--- config.mk ---
export PLATFORM = sky130hd
export DESIGN_NAME = serial_reg_port
export DESIGN_NICKNAME = d
export VERILOG_FILES = /design/src/rtl/srp_pkg.sv /design/src/rtl/srp_sync.sv /design/src/rtl/srp_shifter.sv /design/src/rtl/srp_cfg_reg.sv /design/src/rtl/serial_reg_port.sv
export SDC_FILE = /design/constraint.sdc
export NUM_CORES = 1
export LEC_CHECK = 0
export CORE_ASPECT_RATIO = 1.4
export CORE_MARGIN = 3
export CORE_UTILIZATION = 55
export CTS_CLUSTER_DIAMETER = 30
export DETAILED_ROUTE_END_ITERATION = 8
export DONT_BUFFER_PORTS = 1
export HOLD_SLACK_MARGIN = 0.1
export PLACE_DENSITY = 0.67
export SETUP_SLACK_MARGIN = 0.5
export SYNTH_ARGS = -nofsm -noshare
export SYNTH_HDL_FRONTEND = slang
export SYNTH_SLANG_ARGS = --single-unit
export TNS_END_PERCENT = 20
--- constraint.sdc ---
create_clock -name clk_i -period 3.5 [get_ports clk_i]
set_input_delay 0.35 -clock clk_i [delete_from_list [all_inputs] [get_ports clk_i]]
set_output_delay 0.35 -clock clk_i [all_outputs]
set_load 0.1 [all_outputs]
--- src/rtl/srp_pkg.sv ---
package srp_pkg;
  parameter int WORD_W    = 24;
  parameter int SYNC_DEPTH = 2;

  typedef enum logic [1:0] {
    XF_IDLE  = 2'd0,
    XF_READ  = 2'd1,
    XF_WRITE = 2'd2
  } xfer_e;
endpackage

--- src/rtl/srp_sync.sv ---
module srp_sync #(
  parameter int W      = 2,
  parameter int STAGES = 2
) (
  input  logic         clk_i,
  input  logic         rst_ni,
  input  logic [W-1:0] d_i,
  output logic [W-1:0] q_o
);
  logic [W-1:0] stage_q [STAGES];

  for (genvar s = 0; s < STAGES; s++) begin : g_stage
    if (s == 0) begin : g_first
      always_ff @(posedge clk_i or negedge rst_ni)
        if (!rst_ni) stage_q[s] <= '0;
        else         stage_q[s] <= d_i;
    end else begin : g_next
      always_ff @(posedge clk_i or negedge rst_ni)
        if (!rst_ni) stage_q[s] <= '0;
        else         stage_q[s] <= stage_q[s-1];
    end
  end

  assign q_o = stage_q[STAGES-1];
endmodule

--- src/rtl/srp_shifter.sv ---
module srp_shifter
  import srp_pkg::*;
#(
  parameter int WORD_W = srp_pkg::WORD_W
) (
  input  logic              clk_i,
  input  logic              rst_ni,
  input  logic              cs_ni,
  input  logic              rd_wr_i,
  input  logic              sclk_s_i,
  input  logic              sdi_s_i,
  input  logic [WORD_W-1:0] tx_word_i,
  output logic              sdo_o,
  output logic              load_o,
  output logic              rd_done_o,
  output logic              wr_done_o,
  output logic [WORD_W-1:0] wr_word_o
);
  localparam int CNT_W = $clog2(WORD_W);
  localparam logic [CNT_W-1:0] LAST = CNT_W'(WORD_W - 1);

  logic              sclk_q;
  logic              rise, fall, last;
  logic [CNT_W-1:0]  cnt_q;
  logic [WORD_W-1:0] tx_q, rx_q;
  xfer_e             mode;

  always_ff @(posedge clk_i or negedge rst_ni)
    if (!rst_ni) sclk_q <= 1'b0;
    else         sclk_q <= sclk_s_i;

  assign rise = sclk_s_i & ~sclk_q;
  assign fall = ~sclk_s_i & sclk_q;
  assign last = (cnt_q == LAST);

  always_comb begin
    if (cs_ni)        mode = XF_IDLE;
    else if (rd_wr_i) mode = XF_READ;
    else              mode = XF_WRITE;
  end

  assign load_o    = (mode == XF_READ)  && fall && (cnt_q == '0);
  assign rd_done_o = (mode == XF_READ)  && fall && last;
  assign wr_done_o = (mode == XF_WRITE) && fall && last;
  assign wr_word_o = {rx_q[WORD_W-2:0], sdi_s_i};

  // bit counter wraps per word so long frames reload on each boundary
  always_ff @(posedge clk_i or negedge rst_ni)
    if (!rst_ni)       cnt_q <= '0;
    else if (cs_ni)    cnt_q <= '0;
    else if (fall)     cnt_q <= last ? '0 : cnt_q + 1'b1;

  always_ff @(posedge clk_i or negedge rst_ni)
    if (!rst_ni)      tx_q <= '0;
    else if (load_o)  tx_q <= tx_word_i;
    else if ((mode == XF_READ) && rise && (cnt_q != '0))
                      tx_q <= {tx_q[WORD_W-2:0], 1'b0};

  always_ff @(posedge clk_i or negedge rst_ni)
    if (!rst_ni)                          rx_q <= '0;
    else if ((mode == XF_WRITE) && fall)  rx_q <= wr_word_o;

  // before the first edge of a word the source MSB is presented directly
  assign sdo_o = (cnt_q == '0) ? tx_word_i[WORD_W-1] : tx_q[WORD_W-1];

  a_r11_cnt_range: assert property (@(posedge clk_i) disable iff (!rst_ni)
    cnt_q <= LAST);
  a_r11_idle_clear: assert property (@(posedge clk_i) disable iff (!rst_ni)
    cs_ni |=> (cnt_q == '0));
  a_r2_tx_hold: assert property (@(posedge clk_i) disable iff (!rst_ni)
    (!rise && !load_o) |=> $stable(tx_q));
endmodule

--- src/rtl/srp_cfg_reg.sv ---
module srp_cfg_reg #(
  parameter int WORD_W = srp_pkg::WORD_W
) (
  input  logic              clk_i,
  input  logic              rst_ni,
  input  logic              hw_mode_i,
  input  logic              cfg_rst_i,
  input  logic [WORD_W-1:0] pins_i,
  input  logic              wr_en_i,
  input  logic [WORD_W-1:0] wr_word_i,
  output logic [WORD_W-1:0] cfg_o
);
  logic [WORD_W-1:0] cfg_q;

  always_ff @(posedge clk_i or negedge rst_ni)
    if (!rst_ni)        cfg_q <= '0;
    else if (cfg_rst_i) cfg_q <= pins_i;
    else if (wr_en_i)   cfg_q <= wr_word_i;

  assign cfg_o = (hw_mode_i || cfg_rst_i) ? pins_i : cfg_q;

  a_r8_mirror: assert property (@(posedge clk_i) disable iff (!rst_ni)
    cfg_rst_i |=> (cfg_q == $past(pins_i)));
  a_r6_hold: assert property (@(posedge clk_i) disable iff (!rst_ni)
    (!cfg_rst_i && !wr_en_i) |=> $stable(cfg_q));
endmodule

--- src/rtl/serial_reg_port.sv ---
module serial_reg_port
  import srp_pkg::*;
#(
  parameter int WORD_W     = srp_pkg::WORD_W,
  parameter int SYNC_DEPTH = srp_pkg::SYNC_DEPTH
) (
  input  logic              clk_i,
  input  logic              rst_ni,
  input  logic              cs_ni,
  input  logic              rd_wr_i,
  input  logic              reg_sel_i,
  input  logic              sclk_i,
  input  logic              sdi_i,
  output logic              sdo_o,
  output logic              sdo_en_o,
  output logic              drdy_o,
  input  logic [WORD_W-1:0] result_i,
  input  logic              result_valid_i,
  input  logic [WORD_W-1:0] status_i,
  input  logic              hw_mode_i,
  input  logic              cfg_rst_i,
  input  logic [WORD_W-1:0] cfg_pins_i,
  output logic [WORD_W-1:0] cfg_o
);
  logic [1:0]        pin_s;
  logic              sh_sdo, load, rd_done, wr_done;
  logic [WORD_W-1:0] wr_word, tx_word, data_q;
  logic              src_data_q, drdy_q;

  srp_sync #(.W(2), .STAGES(SYNC_DEPTH)) u_sync (
    .clk_i (clk_i),
    .rst_ni(rst_ni),
    .d_i   ({sclk_i, sdi_i}),
    .q_o   (pin_s)
  );

  assign tx_word = reg_sel_i ? data_q : status_i;

  srp_shifter #(.WORD_W(WORD_W)) u_shifter (
    .clk_i    (clk_i),
    .rst_ni   (rst_ni),
    .cs_ni    (cs_ni),
    .rd_wr_i  (rd_wr_i),
    .sclk_s_i (pin_s[1]),
    .sdi_s_i  (pin_s[0]),
    .tx_word_i(tx_word),
    .sdo_o    (sh_sdo),
    .load_o   (load),
    .rd_done_o(rd_done),
    .wr_done_o(wr_done),
    .wr_word_o(wr_word)
  );

  srp_cfg_reg #(.WORD_W(WORD_W)) u_cfg (
    .clk_i    (clk_i),
    .rst_ni   (rst_ni),
    .hw_mode_i(hw_mode_i),
    .cfg_rst_i(cfg_rst_i),
    .pins_i   (cfg_pins_i),
    .wr_en_i  (wr_done),
    .wr_word_i(wr_word),
    .cfg_o    (cfg_o)
  );

  always_ff @(posedge clk_i or negedge rst_ni)
    if (!rst_ni)     src_data_q <= 1'b0;
    else if (load)   src_data_q <= reg_sel_i;

  always_ff @(posedge clk_i or negedge rst_ni)
    if (!rst_ni)             data_q <= '0;
    else if (result_valid_i) data_q <= result_i;

  // a new result wins over the clear from a finished read
  always_ff @(posedge clk_i or negedge rst_ni)
    if (!rst_ni)                     drdy_q <= 1'b0;
    else if (result_valid_i)         drdy_q <= 1'b1;
    else if (rd_done && src_data_q)  drdy_q <= 1'b0;

  assign drdy_o   = drdy_q;
  assign sdo_en_o = ~cs_ni & rd_wr_i;
  assign sdo_o    = sdo_en_o & sh_sdo;

  a_r3_rise_cause: assert property (@(posedge clk_i) disable iff (!rst_ni)
    $rose(drdy_q) |-> $past(result_valid_i));
  a_r3_fall_cause: assert property (@(posedge clk_i) disable iff (!rst_ni)
    $fell(drdy_q) |-> $past(rd_done && src_data_q));
  a_r10_set_wins: assert property (@(posedge clk_i) disable iff (!rst_ni)
    result_valid_i |=> drdy_q);
  a_r5_no_write_on_read: assert property (@(posedge clk_i) disable iff (!rst_ni)
    rd_wr_i |-> !wr_done);
endmodule

==> results.md <==
- Status: finished, final reports clean
- Crit path kind: reg -> out
- Startpoint Class: flip-flop
- FF+latch count, synth: 107
- Crit-path cells: inv_1, ha_1, or4b_2, nand2_1, o211a_1, buf_4
- Largest net degree at the start of global routing: 108
- CP max FO: 28
- Dpl cells: 497
- Antenna Violating Nets Remaining: 0
- DR iter-0 viols: 116
- Fin crit period: 2860 ps
- 1st-pass router iterations: 4
- Setup tns final: 0 ps
- Via count: 3242
- First-pass GRT wire length: 15300 um
- Clk buf depth: 2
- Crit path DAT: 2510 ps
- Layout filler cell count: 770
- Synthesized area: 0.00515 mm2
- Cell Area, Placed: 0.00516 mm2
- DRT Wirelength: 9280 um
- Critical path's slowest cell: or4b_2
- Vias/cell: 6.25
- Library cells used by synthesis: 36
- Final Skew: 6.81 ps
- Drt drc: 0
- Final Core Density: 60.8%
- H-Tree Depth: 3
- Routability-driven placement congestion ratio: 0.729
- Layout cells sized above 1: 25.2%
- Root Buffer: clkbuf_16
- Area grow syn2layout: 7.17%
- Fmax: 350 MHz
- Max-Cap Viols: 0
- Starting Density: 56.7%
- I/O pin count: 109
- Syn avg cell area: 12.2 um2
- Placeable Area: 0.00908 mm2
- GR Util All Layers: 18.1%
- Total grt overflow: 0
- Die ar.: 0.0106 mm2
- Routed wire length per instance: 17.9 um
- Fin cells: 519
- Least-Margin Pin Slew: 925 ps
- Ant. Diodes: 0
- Critical path's top delay family: simple AND/OR/NAND/NOR gates
- Power Total: 0.00296 W
- Port Buffers: 0
- Final setup fails: 0
- Die H: 121 um
- Vias in the first global route: 3335
- CP endpoint kind: primary output
- CTS clk-pin slew, worst paths: 70 ps
- Unrepaired setup endpoints after global routing: no
- Clock sinks: 107
- Ys Warns: 0
- Dpl hpwl: 6170 um
- Worst-Skew Late Latency: 340 ps
- Leakage power: 2.41 nW
- Net Count, Synth: 506
- Slowest stage delay, CP: 920 ps
- Data required time of the worst path: 3150 ps
- Final period utilization: 81.7%
- Bufs and invs on worst path: 2
- CTS tree: done
- Final Hold Fails: 0
- Final nets: 491
- Num CTS Buffers: 9
- Max-slew headroom at the worst pin: 38.4%
- Min-delay worst type: in -> reg
- Max-slew violation count: 0
- Die width: 87.8 um
- Maximum vdd drop: 0.297 mV
- Syn Inst Count: 422
- Final instance area: 0.00552 mm2
- Initial antenna violation count: 0
- Pwr/cell area: 536 mW/mm2
- Sequential cell area fraction in the yosys report: 52.0%
- Row count: 41
-- where the power goes --
part,switching [W],internal (W)
registers,0.0000995,0.00140
clock network,0.000424,0.000519
logic,0.000318,0.000195
-- final cells by class --
class                      count  area, um2  area share, %
sequential                   107       2680           48.5
multi-input combinational    249       2200           39.8
clock buffer                  12        256           4.65
tap                          107        134           2.43
timing repair buffer          12        123           2.22
inverter                      28        105           1.90
clock inverter                 4       25.0          0.453
-- metal layers --
layer	part of all wire (%)	GRT usage [%]	routed length, um
met1	44	23.6	4080
met4	2.1	8.45	197
met5	0	0	0
met2	49	28.6	4500
met3	5.3	3.95	494
-- flip-flops by register name, summed over array words and instances (netlist names) --
name,cells
data_q,24
drdy_o,1
src_data_q,1
u_cfg.cfg_q,24
u_shifter.cnt_q,5
u_shifter.rx_q,23
u_shifter.sclk_q,1
u_shifter.tx_q,24
u_sync.q_o,2
u_sync.stage_q,2
-- worst register-to-register path, stage by stage, from the launching register on --
cell      delay, ps
dfrtp_1         400
inv_1           100
ha_1            140
or4b_2          920
mux2i_4         690
a221oi_1        170
-- stage by stage --
stage	worst slack [ps]	hold WS (ps)
6_report	640	154
5_1_grt	547	146
2_1_floorplan	953	54.4
3_3_place_gp	955	56.5
3_5_place_dp	867	56.6
4_1_cts	573	144
-- cells by family after synthesis --
kind of cell,after synthesis,share of synthesized area [%]
AO/OA/AOI/OAI,52,9.23
flip-flops,107,52.0
XOR/XNOR,2,0.340
multiplexers,99,21.3
AND/OR/NAND/NOR,94,11.1
adder cells (fa/ha/maj),2,0.486
buffers and inverters,66,5.54
-- synth_stat cells --
library cell	count	area share [%]
and2_1	1	0.12
nand4b_1	25	4.3
nor2b_1	2	0.24
nand3b_1	1	0.15
buf_2	6	0.58
nand2b_1	1	0.12
nand4bb_1	1	0.22
o211a_1	1	0.19
inv_1	28	2.0
and4bb_2	2	0.49
xor2_1	1	0.17
a221o_1	22	4.3
buf_1	1	0.073
ha_1	2	0.49
clkbuf_1	27	2.0
a221oi_1	1	0.17
dfrtp_1	107	52
a21oi_1	1	0.097
mux2i_4	1	0.44
or4b_1	1	0.19
mux2i_1	24	4.7
mux2_2	74	16
nand2_1	25	1.8
nor2_1	6	0.44
or4_1	1	0.15
a22o_1	1	0.17
buf_6	4	0.87
and4b_1	1	0.19
o311ai_0	24	4.1
o21ai_0	1	0.097
xnor2_1	1	0.17
a21o_1	1	0.15
nor3_1	23	2.2
nor4b_1	1	0.17
nand3_1	2	0.19
and2_4	1	0.17
-- layout by cell type (no fill, tap or decap), types with 2 or more instances in the layout --
cell,Yosys,final
inv_1,28,28
nand3_1,2,2
nor3_1,23,23
dlygate4sd3_1,0,5
clkbuf_16,0,9
ha_1,2,2
clkinv_2,0,2
clkinvlp_4,0,2
clkbuf_8,0,2
mux2_2,74,74
o311ai_0,24,24
and4bb_2,2,2
nand4b_1,25,25
a221o_1,22,22
nor2_1,6,5
dfrtp_1,107,107
buf_4,0,6
mux2i_1,24,24
nand2_1,25,25
-- repair_timing --
action / in CTS / in global routing
resized for setup: 0 / 1
hold buffers: 6 / 0
endpoints found under the hold margin: 115 / 0
buffers inserted: 0 / 0
setup endpoints to repair: 0 / 1
-- final timing paths --
kind | end | slack, ps | cells past startpoint | startpoint
setup / recovery | sdo_o | 640 | 6 | u_shifter.cnt_q[0]
hold / removal | data_q[5] | 150 | 1 | result_i[5]
setup reg to reg | u_shifter.tx_q[23] | 920 | 5 | u_shifter.cnt_q[0]
hold reg to reg | u_sync.q_o[0] | 350 | 0 | u_sync.stage_q[2]
max in group asynchronous | u_cfg.cfg_q[1] | 2470 | 2 | rst_ni
min in group asynchronous | u_cfg.cfg_q[17] | 570 | 2 | rst_ni
(Power assumes the default switching activity.)
